`src/rtl/pf_ce_pkg.sv`:
```
package pf_ce_pkg;
  typedef enum logic [1:0] {
    PF_RUN   = 2'd0,
    PF_DRAIN = 2'd1,
    PF_LOCK  = 2'd2
  } pf_state_e;
endpackage

```
`src/rtl/pf_ce_decode.sv`:
```
module pf_ce_decode #(
  parameter int NUM_BANKS = 4,
  localparam int SEL_W = $clog2(NUM_BANKS)
) (
  input  logic                 en_i,
  input  logic                 ce_n_i,
  input  logic [SEL_W-1:0]     sel_i,
  output logic [NUM_BANKS-1:0] ce_n_o
);
  for (genvar i = 0; i < NUM_BANKS; i++) begin : g_bank
    assign ce_n_o[i] = ~(en_i & ~ce_n_i & (sel_i == SEL_W'(i)));
  end
endmodule

```
`src/rtl/pf_ce_grace.sv`:
```
module pf_ce_grace #(
  parameter int GRACE_CYCLES = 8,
  localparam int CNT_W = $clog2(GRACE_CYCLES + 1)
) (
  input  logic clk,
  input  logic rst_n,
  input  logic load_i,
  input  logic run_i,
  output logic expired_o
);
  logic [CNT_W-1:0] cnt_q;

  always_ff @(posedge clk or negedge rst_n) begin
    if (!rst_n)                     cnt_q <= '0;
    else if (load_i)                cnt_q <= CNT_W'(GRACE_CYCLES);
    else if (run_i && cnt_q != '0)  cnt_q <= cnt_q - 1'b1;
  end

  assign expired_o = (cnt_q == '0);


  timer_bound_chk: assert property (@(posedge clk) disable iff (!rst_n)
    cnt_q <= CNT_W'(GRACE_CYCLES));

  timer_step_chk: assert property (@(posedge clk) disable iff (!rst_n)
    (run_i && !load_i && cnt_q != '0) |=> (cnt_q == $past(cnt_q) - 1'b1));
endmodule

```
`src/rtl/pf_ce_ctrl.sv`:
```
module pf_ce_ctrl
  import pf_ce_pkg::*;
#(
  parameter int NUM_BANKS = 4,
  localparam int SEL_W = $clog2(NUM_BANKS)
) (
  input  logic             clk,
  input  logic             rst_n,
  input  logic             ce_n_i,
  input  logic             fail_i,
  input  logic [SEL_W-1:0] sel_i,
  input  logic             expired_i,
  output pf_state_e        st_o,
  output logic [SEL_W-1:0] held_sel_o,
  output logic             load_o
);
  pf_state_e        st_q, st_d;
  logic [SEL_W-1:0] held_q;

  always_comb begin
    st_d   = st_q;
    load_o = 1'b0;
    unique case (st_q)
      PF_RUN: if (fail_i) begin
        if (!ce_n_i) begin
          st_d   = PF_DRAIN;
          load_o = 1'b1;
        end else begin
          st_d = PF_LOCK;
        end
      end
      PF_DRAIN: if (ce_n_i || expired_i) st_d = PF_LOCK;
      PF_LOCK:  if (!fail_i && ce_n_i)   st_d = PF_RUN;
      default:  st_d = PF_LOCK;
    endcase
  end

  always_ff @(posedge clk or negedge rst_n) begin
    if (!rst_n) begin
      st_q   <= PF_LOCK;
      held_q <= '0;
    end else begin
      st_q <= st_d;
      if (load_o) held_q <= sel_i;
    end
  end

  assign st_o       = st_q;
  assign held_sel_o = held_q;


  unlock_cond_chk: assert property (@(posedge clk) disable iff (!rst_n)
    (st_q == PF_RUN && $past(st_q) == PF_LOCK) |-> ($past(!fail_i) && $past(ce_n_i)));

  idle_fail_chk: assert property (@(posedge clk) disable iff (!rst_n)
    (st_q == PF_RUN && fail_i && ce_n_i) |=> (st_q == PF_LOCK));

  drain_entry_chk: assert property (@(posedge clk) disable iff (!rst_n)
    (st_q == PF_DRAIN && $past(st_q) == PF_RUN) |-> (held_q == $past(sel_i)));
endmodule

```
`src/rtl/pf_ce_cond.sv`:
```
module pf_ce_cond
  import pf_ce_pkg::*;
#(
  parameter int NUM_BANKS    = 4,
  parameter int GRACE_CYCLES = 8,
  localparam int SEL_W = $clog2(NUM_BANKS)
) (
  input  logic                 clk,
  input  logic                 rst_n,
  input  logic                 ce_n,
  input  logic [SEL_W-1:0]     bank_sel,
  input  logic                 thr_sel,
  input  logic                 fail_narrow,
  input  logic                 fail_wide,
  output logic [NUM_BANKS-1:0] bank_ce_n
);
  pf_state_e        st;
  logic [SEL_W-1:0] held_sel;
  logic             fail_act, load, expired, route_en;
  logic [SEL_W-1:0] route_sel;

  assign fail_act = thr_sel ? fail_wide : fail_narrow;

  pf_ce_ctrl #(.NUM_BANKS(NUM_BANKS)) u_ctrl (
    .clk        (clk),
    .rst_n      (rst_n),
    .ce_n_i     (ce_n),
    .fail_i     (fail_act),
    .sel_i      (bank_sel),
    .expired_i  (expired),
    .st_o       (st),
    .held_sel_o (held_sel),
    .load_o     (load)
  );

  pf_ce_grace #(.GRACE_CYCLES(GRACE_CYCLES)) u_grace (
    .clk       (clk),
    .rst_n     (rst_n),
    .load_i    (load),
    .run_i     (st == PF_DRAIN),
    .expired_o (expired)
  );

  assign route_en  = (st == PF_RUN) || (st == PF_DRAIN && !expired);
  assign route_sel = (st == PF_DRAIN) ? held_sel : bank_sel;

  pf_ce_decode #(.NUM_BANKS(NUM_BANKS)) u_dec (
    .en_i   (route_en),
    .ce_n_i (ce_n),
    .sel_i  (route_sel),
    .ce_n_o (bank_ce_n)
  );


  one_hot_low_chk: assert property (@(posedge clk) disable iff (!rst_n)
    $countones(~bank_ce_n) <= 1);

  lock_quiet_chk: assert property (@(posedge clk) disable iff (!rst_n)
    (st == PF_LOCK) |-> (&bank_ce_n));

  grace_force_chk: assert property (@(posedge clk) disable iff (!rst_n)
    (st == PF_DRAIN && expired) |-> (&bank_ce_n));

  run_route_chk: assert property (@(posedge clk) disable iff (!rst_n)
    (st == PF_RUN && !ce_n) |-> (bank_ce_n[bank_sel] == 1'b0));

  drain_bank_chk: assert property (@(posedge clk) disable iff (!rst_n)
    (st == PF_DRAIN) |-> (bank_ce_n[held_sel] == (ce_n | expired)));
endmodule

```
`config.mk`:
```
export PLATFORM = sky130hd
export DESIGN_NAME = pf_ce_cond
export DESIGN_NICKNAME = d
export VERILOG_FILES = /design/src/rtl/pf_ce_pkg.sv /design/src/rtl/pf_ce_decode.sv /design/src/rtl/pf_ce_grace.sv /design/src/rtl/pf_ce_ctrl.sv /design/src/rtl/pf_ce_cond.sv
export SDC_FILE = /design/constraint.sdc
export NUM_CORES = 1
export LEC_CHECK = 0
export BUFFER_PORTS_ARGS = -buffer_cell sky130_fd_sc_hd__buf_2
export CORE_MARGIN = 2
export CORE_UTILIZATION = 30
export DETAILED_ROUTE_END_ITERATION = 16
export PLACE_DENSITY_LB_ADDON = 0.2
export SYNTH_ARGS = -nofsm -noshare
export SYNTH_HDL_FRONTEND = slang
export SYNTH_SLANG_ARGS = --single-unit
export TNS_END_PERCENT = 30
```
`constraint.sdc`:
```
create_clock -name clk -period 2.9 [get_ports clk]
set_input_delay 0 -clock clk [delete_from_list [all_inputs] [get_ports clk]]
set_output_delay 0 -clock clk [all_outputs]
set_load 0.05 [all_outputs]
```
==> metrics.txt, run 1 <==
# TYPE chip_impl_metric gauge
chip_impl_info{name="run_status",value="completed"} 1
chip_impl_metric{name="global_routing_usage_summed_across_all_routing_layers",unit=""} 0.125
chip_impl_info{name="critPathKind",value="reg -> out"} 1
chip_impl_metric{name="number_of_global_route_vias_before_repair",unit=""} 403
chip_impl_metric{name="ctsHoldBuffers",unit=""} 2
chip_impl_metric{name="synthesis.nets",unit=""} 57
chip_impl_metric{name="slew_of_the_pin_with_the_lowest_slew_margin",unit="ns"} 0.590
chip_impl_metric{name="largest_net_degree_at_the_start_of_global_routing",unit=""} 9
chip_impl_metric{name="final_nets",unit=""} 75
chip_impl_info{name="clock_tree_from_tritoncts",value="built"} 1
chip_impl_metric{name="post_cts.repair.setup_buffers",unit=""} 0
chip_impl_metric{name="number_of_distinct_standard_cells_referenced_by_the_synthesized_netlist",unit=""} 25
chip_impl_metric{name="initialDrtViolationCount",unit=""} 4
chip_impl_metric{name="worstSkewPairLatency",unit="ns"} 0.26
chip_impl_metric{name="post_cts_resized",unit=""} 0
chip_impl_metric{name="post-place-cells",unit=""} 73
chip_impl_info{name="unrepaired_setup_endpoints_after_global_routing",value="false"} 1
chip_impl_metric{name="avgSynthCellArea",unit="µm²"} 10.7
chip_impl_metric{name="detailroute.via_count",unit=""} 421
chip_impl_metric{name="timing.fmax",unit="GHz"} 0.508
chip_impl_metric{name="initial_utilization",unit=""} 0.326
chip_impl_metric{name="fin_area",unit="µm²"} 629
chip_impl_metric{name="area_growth",unit="%"} 25.1
chip_impl_metric{name="die_h",unit="µm"} 44.9
chip_impl_metric{name="synthesis.instances",unit=""} 47
chip_impl_metric{name="async_flop_share",unit=""} 1.00
chip_impl_metric{name="h-tree-depth",unit=""} 1
chip_impl_metric{name="ys_ff_latch",unit=""} 8
chip_impl_metric{name="dp_hpwl",unit="µm"} 744
chip_impl_metric{name="hold_violations",unit=""} 0
chip_impl_metric{name="grt_pass1_wl",unit="µm"} 1710
chip_impl_metric{name="clkTransAtPathRegs",unit="ns"} 0.06
chip_impl_metric{name="numPortBuffers",unit=""} 11
chip_impl_metric{name="final.setup.tns",unit="ns"} 0
chip_impl_metric{name="layout.filler_cells",unit=""} 162
chip_impl_metric{name="power.density_cell_area",unit="nW/µm²"} 674
chip_impl_metric{name="synth.yosys.seq_area_share",unit=""} 0.400
chip_impl_metric{name="power.ir.vdd_worst",unit="mV"} 0.298
chip_impl_info{name="worst_setup_path_start_kind",value="register"} 1
chip_impl_metric{name="synth-edff-count",unit=""} 0
chip_impl_metric{name="worstPathRequired",unit="ns"} 2.90
chip_impl_metric{name="dpl_cell_area",unit="µm²"} 573
chip_impl_metric{name="antenna_found_initial",unit=""} 0
chip_impl_metric{name="die_width",unit="µm"} 44.9
chip_impl_metric{name="period_minus_slack",unit="ns"} 1.97
chip_impl_metric{name="multi_input_area",unit="µm²"} 285
chip_impl_metric{name="total_leakage_power",unit="µW"} 0.000257
chip_impl_metric{name="tritoncts.num_buffers",unit=""} 3
chip_impl_metric{name="instances_no_fill",unit=""} 80
chip_impl_metric{name="die-area",unit="µm²"} 2020
chip_impl_metric{name="drt-wirelength-per-cell",unit="µm"} 12.3
chip_impl_metric{name="clkSinkCount",unit=""} 8
chip_impl_info{name="post_synth_main_area_contributors",value="dfrtp_1 35%, mux2i_1 6.0%, nand3_1 6.0%"} 1
chip_impl_metric{name="drt_wl_total",unit="µm"} 980
chip_impl_metric{name="max_slew_margin",unit=""} 0.606
chip_impl_metric{name="drv.max_cap_violation_count",unit=""} 0
chip_impl_metric{name="ys_warn_count",unit=""} 0
chip_impl_metric{name="clk_path_buf_depth",unit=""} 2
chip_impl_metric{name="drt_first_pass_iters",unit=""} 3
chip_impl_metric{name="post_route_cells_drive_above_1_share",unit=""} 0.375
chip_impl_metric{name="vias_per_cell",unit=""} 5.26
chip_impl_info{name="synthFlopType",value="dfrtp_1"} 1
chip_impl_metric{name="drc_errors",unit=""} 0
chip_impl_info{name="synth_most_common_cell",value="dfrtp_1"} 1
chip_impl_metric{name="core_area",unit="µm²"} 1540
chip_impl_metric{name="maxSlewViolCount",unit=""} 0
chip_impl_metric{name="n_antenna_cell",unit=""} 0
chip_impl_metric{name="synth_area",unit="µm²"} 503
chip_impl_info{name="ys_top_cells_by_count",value="7 x dfrtp_1, 6 x nand3_1, 3 x inv_1, 3 x mux2i_1, 3 x o21ai_0"} 1
chip_impl_metric{name="ios",unit=""} 12
chip_impl_info{name="cts_root_buf",value="clkbuf_4"} 1
chip_impl_metric{name="floorplan_row_count",unit=""} 14
chip_impl_metric{name="post-route-period-util",unit=""} 0.678
chip_impl_metric{name="antenna_left",unit=""} 0
chip_impl_metric{name="regArea",unit="µm²"} 201
chip_impl_metric{name="report.power.total",unit="µW"} 424
chip_impl_info{name="synth_top_area_cell",value="dfrtp_1"} 1
chip_impl_metric{name="worst_clock_skew",unit="ns"} 0.00690
chip_impl_metric{name="grt_overflow_total",unit=""} 0
chip_impl_info{name="setup.worst_path.end_class",value="primary output"} 1
chip_impl_metric{name="timing.critical_path.arrival",unit="ns"} 1.97
chip_impl_info{name="hold_class",value="in -> reg"} 1
chip_impl_metric{name="cp_max_fo",unit=""} 5
chip_impl_metric{name="timing.final.setup_violations",unit=""} 0
chip_impl_metric{name="yosysTopAreaCellShare",unit=""} 0.348
chip_impl_metric{name="gp_congestion",unit=""} 0.709
-- kinds of logic (layout without fill, tap and decap cells) --
logic type | Yosys count | count (layout) | share of synthesized area
AO/OA/AOI/OAI | 10 | 10 | 0.119
adder cells (fa/ha/maj) | 2 | 2 | 0.0497
buffers and inverters | 4 | 21 | 0.0323
flip-flops | 8 | 8 | 0.401
multiplexers | 8 | 8 | 0.192
AND/OR/NAND/NOR | 15 | 15 | 0.206
-- through the flow --
stage	setup slack (ns)	hold slack [ns]	utilization
floorplan	1.22	-0.296	-
global placement	1.20	-0.143	0.372
detailed placement	1.21	-0.140	0.372
CTS	0.911	0.000301	0.402
global route	0.725	0.0171	0.408
finish	0.933	0.00799	0.408
-- registers in the layout, indices dropped and copies added, names as in the netlist --
| name | cells |
|---|---|
| u_ctrl.held_sel_o | 2 |
| u_ctrl.st_o | 2 |
| u_grace.cnt_q | 4 |
-- cell usage in the layout (no fill, tap or decap), drive strengths merged, types with 2 or more instances in the layout --
cell,instances
clkbuf,4
o21ai,3
nand3,6
inv,3
a21oi,2
buf,11
dlygate4sd3,3
ha,2
mux2i,4
a31oi,2
or3,2
mux2,4
dfrtp,7
-- per-layer routing --
metal / vias to the layer above / share of wire / global-route usage
met5: - / 0 / 0
met4: 0 / 0.029 / 0.0706
met3: 4 / 0.049 / 0.0600
met2: 8 / 0.47 / 0.177
met1: 201 / 0.45 / 0.153
li1: 208 / - / -
-- critical path, cell delays in order, from the launching register on --
cell	delay, ns
dfrtp_1	0.36
inv_1	0.08
ha_1	0.21
nor3b_2	0.18
a211oi_1	0.50
nand3_1	0.14
buf_2	0.23
-- layout make-up --
class	instances	share of cell area
multi-input combinational	35	0.453
sequential	8	0.320
timing repair buffer	14	0.135
clock buffer	4	0.0417
tap	16	0.0318
inverter	3	0.0179
-- path summary, 6_finish.rpt --
check / start / cells after the start / to / slack (ns)
hold / removal: bank_sel[0] / 2 / u_ctrl.held_sel_o[0] / 0.008
max in group asynchronous: rst_n / 2 / u_ctrl.st_o[1] / 2.54
min in group asynchronous: rst_n / 2 / u_grace.cnt_q[0] / 0.11
setup reg to reg: u_grace.cnt_q[0] / 5 / u_grace.cnt_q[3] / 1.36
setup / recovery: u_grace.cnt_q[0] / 6 / bank_ce_n[3] / 0.93
hold reg to reg: u_ctrl.held_sel_o[0] / 1 / u_ctrl.held_sel_o[0] / 0.53
-- power by group --
group	internal (µW)	total, µW	switching (µW)
combinational	72.1	144	71.9
clock	52.9	94.8	41.9
sequential	151	186	35.0
Power figures use the tool's default switching activity.
==> run 2, diff against run 1 <==
--- a/config.mk
+++ b/config.mk
@@ -5,6 +5,7 @@
 export SDC_FILE = /design/constraint.sdc
 export NUM_CORES = 1
 export LEC_CHECK = 0
+export ABC_AREA = 1
 export BUFFER_PORTS_ARGS = -buffer_cell sky130_fd_sc_hd__buf_2
 export CORE_MARGIN = 2
 export CORE_UTILIZATION = 30
==> constraint.sdc (replaced) <==
create_clock -name clk -period 1.9 [get_ports clk]
set_input_delay 0 -clock clk [delete_from_list [all_inputs] [get_ports clk]]
set_output_delay 0 -clock clk [all_outputs]
set_load 0.05 [all_outputs]
==> run 2 against run 1 <==
  * Area after synthesis grew 7.2%
  * Wire length rose by 11%
  * Worst setup slack got worse by 0.63 ns
  * Clock power rose by 65%
  * Total power rose by 99%
  * Die area up 6.6%
  * Non-clock buffer count unchanged
  * Sequential power rose by 61%
  * Largest cell class unchanged
  * Highest routed layer unchanged
==> metrics.txt, run 2 <==
# TYPE chip_impl_metric gauge
chip_impl_metric{name="max_slew_margin",unit=""} 0.842
chip_impl_metric{name="n_antenna_cell",unit=""} 0
chip_impl_metric{name="ys_ff_latch",unit=""} 8
chip_impl_metric{name="post_cts_resized",unit=""} 0
chip_impl_metric{name="final_nets",unit=""} 105
chip_impl_metric{name="detailroute.via_count",unit=""} 512
chip_impl_metric{name="die-area",unit="µm²"} 2150
chip_impl_metric{name="timing.hold.ws",unit="ns"} 0.000667
chip_impl_metric{name="vias_per_cell",unit=""} 4.30
chip_impl_info{name="worst_setup_path_start_kind",value="register"} 1
chip_impl_metric{name="worst_clock_skew",unit="ns"} 0.00655
chip_impl_info{name="post_synth_main_area_contributors",value="dfrtp_1 32%, nand2_1 13%, inv_1 9.0%"} 1
chip_impl_metric{name="synthesis.instances",unit=""} 76
chip_impl_metric{name="post-route-period-util",unit=""} 0.839
chip_impl_metric{name="timing.final.setup_violations",unit=""} 0
chip_impl_metric{name="yosys.area_share.simple",unit=""} 0.350
chip_impl_metric{name="timing.fmax",unit="GHz"} 0.627
chip_impl_metric{name="antenna_left",unit=""} 0
chip_impl_metric{name="dpl_cell_area",unit="µm²"} 626
chip_impl_info{name="setup.worst_path.end_class",value="primary output"} 1
chip_impl_metric{name="synth_compound_gate_area_share",unit=""} 0.111
chip_impl_metric{name="final.setup.tns",unit="ns"} 0
chip_impl_metric{name="period_minus_slack",unit="ns"} 1.59
chip_impl_metric{name="antenna_found_initial",unit=""} 0
chip_impl_info{name="hold_class",value="in -> reg"} 1
chip_impl_metric{name="timing.critical_path.arrival",unit="ns"} 1.59
chip_impl_info{name="clock_tree_from_tritoncts",value="built"} 1
chip_impl_metric{name="synth_xor_area_frac",unit=""} 0.0162
chip_impl_metric{name="synthesis.nets",unit=""} 86
chip_impl_metric{name="drt_wl_total",unit="µm"} 1090
chip_impl_info{name="critPathKind",value="reg -> out"} 1
chip_impl_metric{name="post_route_cells_drive_above_1_share",unit=""} 0.234
chip_impl_metric{name="clk_path_buf_depth",unit=""} 2
chip_impl_metric{name="grt_overflow_total",unit=""} 0
chip_impl_info{name="layout.cells.most_common",value="nand2_1"} 1
chip_impl_metric{name="post_cts.repair.setup_buffers",unit=""} 0
chip_impl_metric{name="cp_max_fo",unit=""} 8
chip_impl_metric{name="drt_first_pass_iters",unit=""} 4
chip_impl_metric{name="die_width",unit="µm"} 46.4
chip_impl_info{name="synthFlopType",value="dfrtp_1"} 1
chip_impl_metric{name="avgSynthCellArea",unit="µm²"} 7.10
chip_impl_metric{name="h-tree-depth",unit=""} 1
chip_impl_metric{name="fin_area",unit="µm²"} 682
chip_impl_metric{name="area_growth",unit="%"} 26.5
chip_impl_info{name="synth_top_family_by_area",value="simple AND/OR/NAND/NOR gates"} 1
chip_impl_metric{name="multi_input_area",unit="µm²"} 283
chip_impl_info{name="unrepaired_setup_endpoints_after_global_routing",value="false"} 1
chip_impl_metric{name="dp_hpwl",unit="µm"} 859
chip_impl_metric{name="drc_errors",unit=""} 0
chip_impl_metric{name="synth-adder-area-share",unit=""} 0.0464
chip_impl_metric{name="worstSkewPairLatency",unit="ns"} 0.27
chip_impl_metric{name="ys_warn_count",unit=""} 0
chip_impl_info{name="mostFrequentLayoutCells",value="19 x nand2_1, 13 x inv_1, 11 x buf_2"} 1
chip_impl_metric{name="clkTransAtPathRegs",unit="ns"} 0.07
chip_impl_metric{name="number_of_global_route_vias_before_repair",unit=""} 497
chip_impl_metric{name="synth.yosys.seq_area_share",unit=""} 0.374
chip_impl_metric{name="die_h",unit="µm"} 46.4
chip_impl_info{name="top_register",value="u_grace.cnt_q"} 1
chip_impl_metric{name="drt-wirelength-per-cell",unit="µm"} 9.17
chip_impl_metric{name="maxSlewViolCount",unit=""} 0
chip_impl_metric{name="largest_net_degree_at_the_start_of_global_routing",unit=""} 11
chip_impl_info{name="run_status",value="completed"} 1
chip_impl_metric{name="grt_pass1_wl",unit="µm"} 2040
chip_impl_info{name="cts_root_buf",value="clkbuf_4"} 1
chip_impl_metric{name="initial_utilization",unit=""} 0.316
chip_impl_metric{name="flip_flop_count_of_the_largest_register_after_layout",unit=""} 4
chip_impl_metric{name="power.density_cell_area",unit="nW/µm²"} 1240
chip_impl_metric{name="initialDrtViolationCount",unit=""} 2
chip_impl_metric{name="global_routing_usage_summed_across_all_routing_layers",unit=""} 0.139
chip_impl_metric{name="synth-edff-count",unit=""} 0
chip_impl_metric{name="yosysTopAreaCellShare",unit=""} 0.325
chip_impl_metric{name="floorplan_row_count",unit=""} 15
chip_impl_metric{name="core_area",unit="µm²"} 1710
chip_impl_metric{name="total_leakage_power",unit="µW"} 0.000366
chip_impl_metric{name="layout.filler_cells",unit=""} 191
chip_impl_metric{name="power.ir.vdd_worst",unit="mV"} 0.369
chip_impl_metric{name="ctsHoldBuffers",unit=""} 3
chip_impl_metric{name="regArea",unit="µm²"} 201
chip_impl_metric{name="tritoncts.num_buffers",unit=""} 3
chip_impl_metric{name="numPortBuffers",unit=""} 11
chip_impl_metric{name="worstPathRequired",unit="ns"} 1.90
chip_impl_info{name="synth_top_area_cell",value="dfrtp_1"} 1
chip_impl_metric{name="ios",unit=""} 12
chip_impl_metric{name="async_flop_share",unit=""} 1.00
chip_impl_metric{name="muxShareOfSynthArea",unit=""} 0
chip_impl_info{name="ys_top_cells_by_count",value="19 x nand2_1, 13 x inv_1, 10 x nor2_1"} 1
chip_impl_metric{name="clkSinkCount",unit=""} 8
chip_impl_metric{name="slew_of_the_pin_with_the_lowest_slew_margin",unit="ns"} 0.234
chip_impl_metric{name="gp_congestion",unit=""} 0.727
chip_impl_metric{name="drv.max_cap_violation_count",unit=""} 0
chip_impl_metric{name="synth_area",unit="µm²"} 539
chip_impl_metric{name="hold_violations",unit=""} 0
chip_impl_metric{name="number_of_distinct_standard_cells_referenced_by_the_synthesized_netlist",unit=""} 19
chip_impl_info{name="synth_most_common_cell",value="nand2_1"} 1
-- run 2: changes by cell type after synthesis, sizes merged, moves of 4 or more --
cell   previous run  this run
inv               3        14
nand2             0        21
mux2i             4         0
mux2              4         0
o21ai             3         8
nor2              1        10
-- run 2: final timing paths --
| kind | from | to | slack, ns | depth (start not counted) |
|---|---|---|---|---|
| worst max-delay path | u_grace.cnt_q[0] | bank_ce_n[3] | 0.31 | 7 |
| worst min-delay path | bank_sel[0] | u_ctrl.held_sel_o[0] | 0.0007 | 3 |
| worst max register to register | u_grace.cnt_q[0] | u_grace.cnt_q[2] | 0.70 | 7 |
| worst min register to register | u_ctrl.held_sel_o[1] | u_ctrl.held_sel_o[1] | 0.50 | 2 |
| max in group asynchronous | rst_n | u_ctrl.st_o[1] | 1.54 | 2 |
| min in group asynchronous | rst_n | u_grace.cnt_q[0] | 0.11 | 2 |
-- run 2: cell type report --
type | instances | share of cell area
Tap cell | 25 | 0.0459
Clock buffer | 4 | 0.0385
Timing Repair Buffer | 14 | 0.125
Sequential cell | 8 | 0.295
Multi-Input combinational cell | 54 | 0.415
Inverter | 14 | 0.0807
-- run 2: logic make-up after synthesis --
kind of cell / count (synthesis)
compound gates: 10
xor+xnor: 1
fa+ha+maj: 2
buf+inv: 14
flops: 8
simple gates: 41
-- run 2: where the power goes --
group	switching (µW)	internal (µW)
sequential	49.5	250
clock	74.7	81.2
combinational	253	137
total	378	468
-- run 2: metrics by stage --
step / util / worst slack (ns) / std cells / total power, µW
2_1_floorplan: - / 0.643 / 76 / 609
3_3_place_gp: 0.366 / 0.592 / 112 / 683
3_5_place_dp: 0.366 / 0.582 / 112 / 694
4_1_cts: 0.399 / 0.286 / 119 / 853
5_1_grt: 0.399 / 0.181 / 119 / 942
6_report: 0.399 / 0.305 / 119 / 846
-- run 2: critical path, cell delays in order, from the launching register on --
cell,delay [ns]
dfrtp_1,0.37
inv_1,0.08
ha_1,0.21
nand3_2,0.11
nand2_4,0.09
a21oi_2,0.20
nand2_1,0.07
buf_2,0.21
-- run 2: metal layers --
layer | track usage | share of wire
met1 | 0.163 | 0.49
met2 | 0.225 | 0.44
met3 | 0.0353 | 0.046
met4 | 0.0857 | 0.025
met5 | 0 | 0
==> run 3, diff against run 2 <==
==> constraint.sdc (replaced) <==
create_clock -name clk -period 1.4 [get_ports clk]
set_input_delay 0 -clock clk [delete_from_list [all_inputs] [get_ports clk]]
set_output_delay 0 -clock clk [all_outputs]
set_load 0.05 [all_outputs]
==> run 3 against run 2 <==
  * The run now ends with hold timing, setup timing left
  * Critical path depth up 1
  * Hold slack lost 0.0011 ns
  * Die area unchanged
  * First-iteration DRC count unchanged
  * Core utilization increased by 5.7 points
  * Clock skew down 0.00064 ns
  * Cell area rose by 14%
  * Total power rose by 60%
==> metrics.txt, run 3 (same netlist as run 2, synthesis figures left out) <==
# TYPE chip_impl_metric gauge
chip_impl_info{name="layout.cells.most_common",value="nand2_1"} 1
chip_impl_metric{name="n_antenna_cell",unit=""} 0
chip_impl_metric{name="maxSlewViolCount",unit=""} 0
chip_impl_metric{name="comb_power_share",unit=""} 0.538
chip_impl_metric{name="detailroute.via_count",unit=""} 540
chip_impl_metric{name="timing.hold.ws",unit="ns"} -0.000438
chip_impl_metric{name="power.density_cell_area",unit="nW/µm²"} 1740
chip_impl_metric{name="period_minus_slack",unit="ns"} 1.44
chip_impl_metric{name="slew_of_the_pin_with_the_lowest_slew_margin",unit="ns"} 0.230
chip_impl_info{name="top_register",value="u_grace.cnt_q"} 1
chip_impl_metric{name="ios",unit=""} 12
chip_impl_metric{name="final_util",unit=""} 0.456
chip_impl_metric{name="area_growth",unit="%"} 44.5
chip_impl_metric{name="total_leakage_power",unit="µW"} 0.000411
chip_impl_metric{name="h-tree-depth",unit=""} 1
chip_impl_metric{name="power.clock.fraction",unit=""} 0.156
chip_impl_metric{name="power.ir.vdd_worst",unit="mV"} 0.556
chip_impl_metric{name="tritoncts.num_buffers",unit=""} 3
chip_impl_metric{name="timing.fmax",unit="GHz"} 0.695
chip_impl_metric{name="grt_pass1_wl",unit="µm"} 2220
chip_impl_metric{name="post-route-period-util",unit=""} 1.03
chip_impl_metric{name="die-area",unit="µm²"} 2150
chip_impl_metric{name="netSwitchingFraction",unit=""} 0.441
chip_impl_info{name="mostFrequentLayoutCells",value="18 x nand2_1, 10 x inv_1, 9 x nor2_1"} 1
chip_impl_metric{name="hold_violations",unit=""} 1
chip_impl_metric{name="layout.filler_cells",unit=""} 177
chip_impl_metric{name="multi_input_area",unit="µm²"} 320
chip_impl_metric{name="gp_congestion",unit=""} 0.727
chip_impl_metric{name="drt_first_pass_iters",unit=""} 2
chip_impl_metric{name="timing.critical_path.arrival",unit="ns"} 1.44
chip_impl_metric{name="post_route_cells_drive_above_1_share",unit=""} 0.343
chip_impl_metric{name="cp_max_fo",unit=""} 6
chip_impl_info{name="critPathKind",value="reg -> out"} 1
chip_impl_metric{name="core_area",unit="µm²"} 1710
chip_impl_metric{name="global_routing_usage_summed_across_all_routing_layers",unit=""} 0.150
chip_impl_metric{name="initial_utilization",unit=""} 0.316
chip_impl_metric{name="antenna_found_initial",unit=""} 0
chip_impl_metric{name="clkTransAtPathRegs",unit="ns"} 0.07
chip_impl_metric{name="cell_internal_pwr",unit="µW"} 756
chip_impl_metric{name="power.switching",unit="µW"} 597
chip_impl_info{name="unrepaired_setup_endpoints_after_global_routing",value="true"} 1
chip_impl_metric{name="grt_overflow_total",unit=""} 0
chip_impl_metric{name="instances_no_fill",unit=""} 124
chip_impl_metric{name="worstPathRequired",unit="ns"} 1.40
chip_impl_metric{name="antenna_left",unit=""} 0
chip_impl_metric{name="max_slew_margin",unit=""} 0.845
chip_impl_metric{name="drt_wl_total",unit="µm"} 1190
chip_impl_metric{name="initialDrtViolationCount",unit=""} 2
chip_impl_metric{name="flip_flop_count_of_the_largest_register_after_layout",unit=""} 4
chip_impl_metric{name="clkSinkCount",unit=""} 8
chip_impl_metric{name="drt-wirelength-per-cell",unit="µm"} 9.61
chip_impl_info{name="worst_setup_path_start_kind",value="register"} 1
chip_impl_info{name="cts_root_buf",value="clkbuf_4"} 1
chip_impl_metric{name="worstSkewPairLatency",unit="ns"} 0.27
chip_impl_metric{name="numPortBuffers",unit=""} 11
chip_impl_metric{name="seqPwrFrac",unit=""} 0.306
chip_impl_metric{name="regArea",unit="µm²"} 201
chip_impl_metric{name="post-route-worst-setup-slack",unit="ns"} -0.0386
chip_impl_metric{name="dp_hpwl",unit="µm"} 859
chip_impl_metric{name="post-place-cells",unit=""} 112
chip_impl_metric{name="die_h",unit="µm"} 46.4
chip_impl_metric{name="floorplan_row_count",unit=""} 15
chip_impl_info{name="clock_tree_from_tritoncts",value="built"} 1
chip_impl_metric{name="number_of_global_route_vias_before_repair",unit=""} 533
chip_impl_info{name="failing_checks",value="hold timing, setup timing"} 1
chip_impl_info{name="run_status",value="finished with violations"} 1
chip_impl_metric{name="largest_net_degree_at_the_start_of_global_routing",unit=""} 11
chip_impl_metric{name="final_nets",unit=""} 110
chip_impl_info{name="setup.worst_path.end_class",value="primary output"} 1
chip_impl_metric{name="timing.final.setup_violations",unit=""} 3
chip_impl_metric{name="vias_per_cell",unit=""} 4.35
chip_impl_metric{name="drv.max_cap_violation_count",unit=""} 0
chip_impl_metric{name="drc_errors",unit=""} 0
chip_impl_metric{name="die_width",unit="µm"} 46.4
chip_impl_metric{name="worst_clock_skew",unit="ns"} 0.00590
chip_impl_metric{name="clk_path_buf_depth",unit=""} 2
chip_impl_metric{name="pre_cts_slack",unit="ns"} 0.0816
chip_impl_info{name="hold_class",value="in -> reg"} 1
-- run 3: changes by cell type in the layout (fill, tap and decap cells not counted), sizes merged --
cell	before	now
dlygate4sd3	3	2
buf	11	17
-- run 3: power groups by stage --
| stage | logic (µW) | registers [µW] | clock network, µW |
|---|---|---|---|
| CTS | 702 | 409 | 210 |
| finish | 727 | 414 | 211 |
| global placement | 521 | 406 | 0 |
| floorplan | 432 | 394 | 0 |
| global route | 827 | 427 | 232 |
| detailed placement | 531 | 411 | 0 |
-- run 3: final timing paths --
kind,slack (ns),from,depth (start not counted),to
worst max-delay path,-0.04,u_ctrl.st_o[1],8,bank_ce_n[2]
worst min-delay path,-0.0004,bank_sel[0],3,u_ctrl.held_sel_o[0]
worst max register to register,0.05,u_grace.cnt_q[0],8,u_grace.cnt_q[3]
worst min register to register,0.50,u_ctrl.held_sel_o[1],2,u_ctrl.held_sel_o[1]
max in group asynchronous,1.04,rst_n,2,u_ctrl.st_o[1]
min in group asynchronous,0.11,rst_n,2,u_grace.cnt_q[0]
-- run 3: layout make-up --
cell class	instances	area share
clock buffer	4	0.0337
tap	25	0.0401
inverter	14	0.0706
multi-input combinational	54	0.411
timing repair buffer	19	0.186
sequential	8	0.258
-- run 3: stage by stage --
step	total power, µW	TNS (ns)	cell area, µm²	hold WS, ns
global route	1490	-0.542	779	0.0284
finish	1350	-0.0846	779	-0.000438
detailed placement	942	0	626	-0.135
floorplan	826	0	539	-0.296
CTS	1320	-0.0929	772	0.00147
global placement	927	0	626	-0.134
-- run 3: repair_timing --
item / in CTS / in global routing
pin swaps: 5 / 1
gates resized for setup: 16 / 2
hold buffers: 2 / 0
setup endpoints to repair: 4 / 5
buffers inserted: 6 / 0
endpoints found under the hold margin: 9 / 0
-- run 3: worst max-delay path, stage by stage (launching register included) --
cell and delay [ns]:
dfstp_2 0.54, inv_2 0.05, nand2_4 0.09, nand2_2 0.06, o21ai_2 0.07, inv_1 0.07
nor2_1 0.09, nand2_1 0.07, buf_6 0.15
-- run 3: per-layer routing --
| metal | wire length (µm) | global-route usage | vias to the layer above |
|---|---|---|---|
| met1 | 576 | 0.175 | 240 |
| met4 | 26 | 0.0857 | 0 |
| li1 | - | - | 285 |
| met2 | 548 | 0.247 | 10 |
| met5 | 0 | 0 | - |
| met3 | 41 | 0.0353 | 5 |
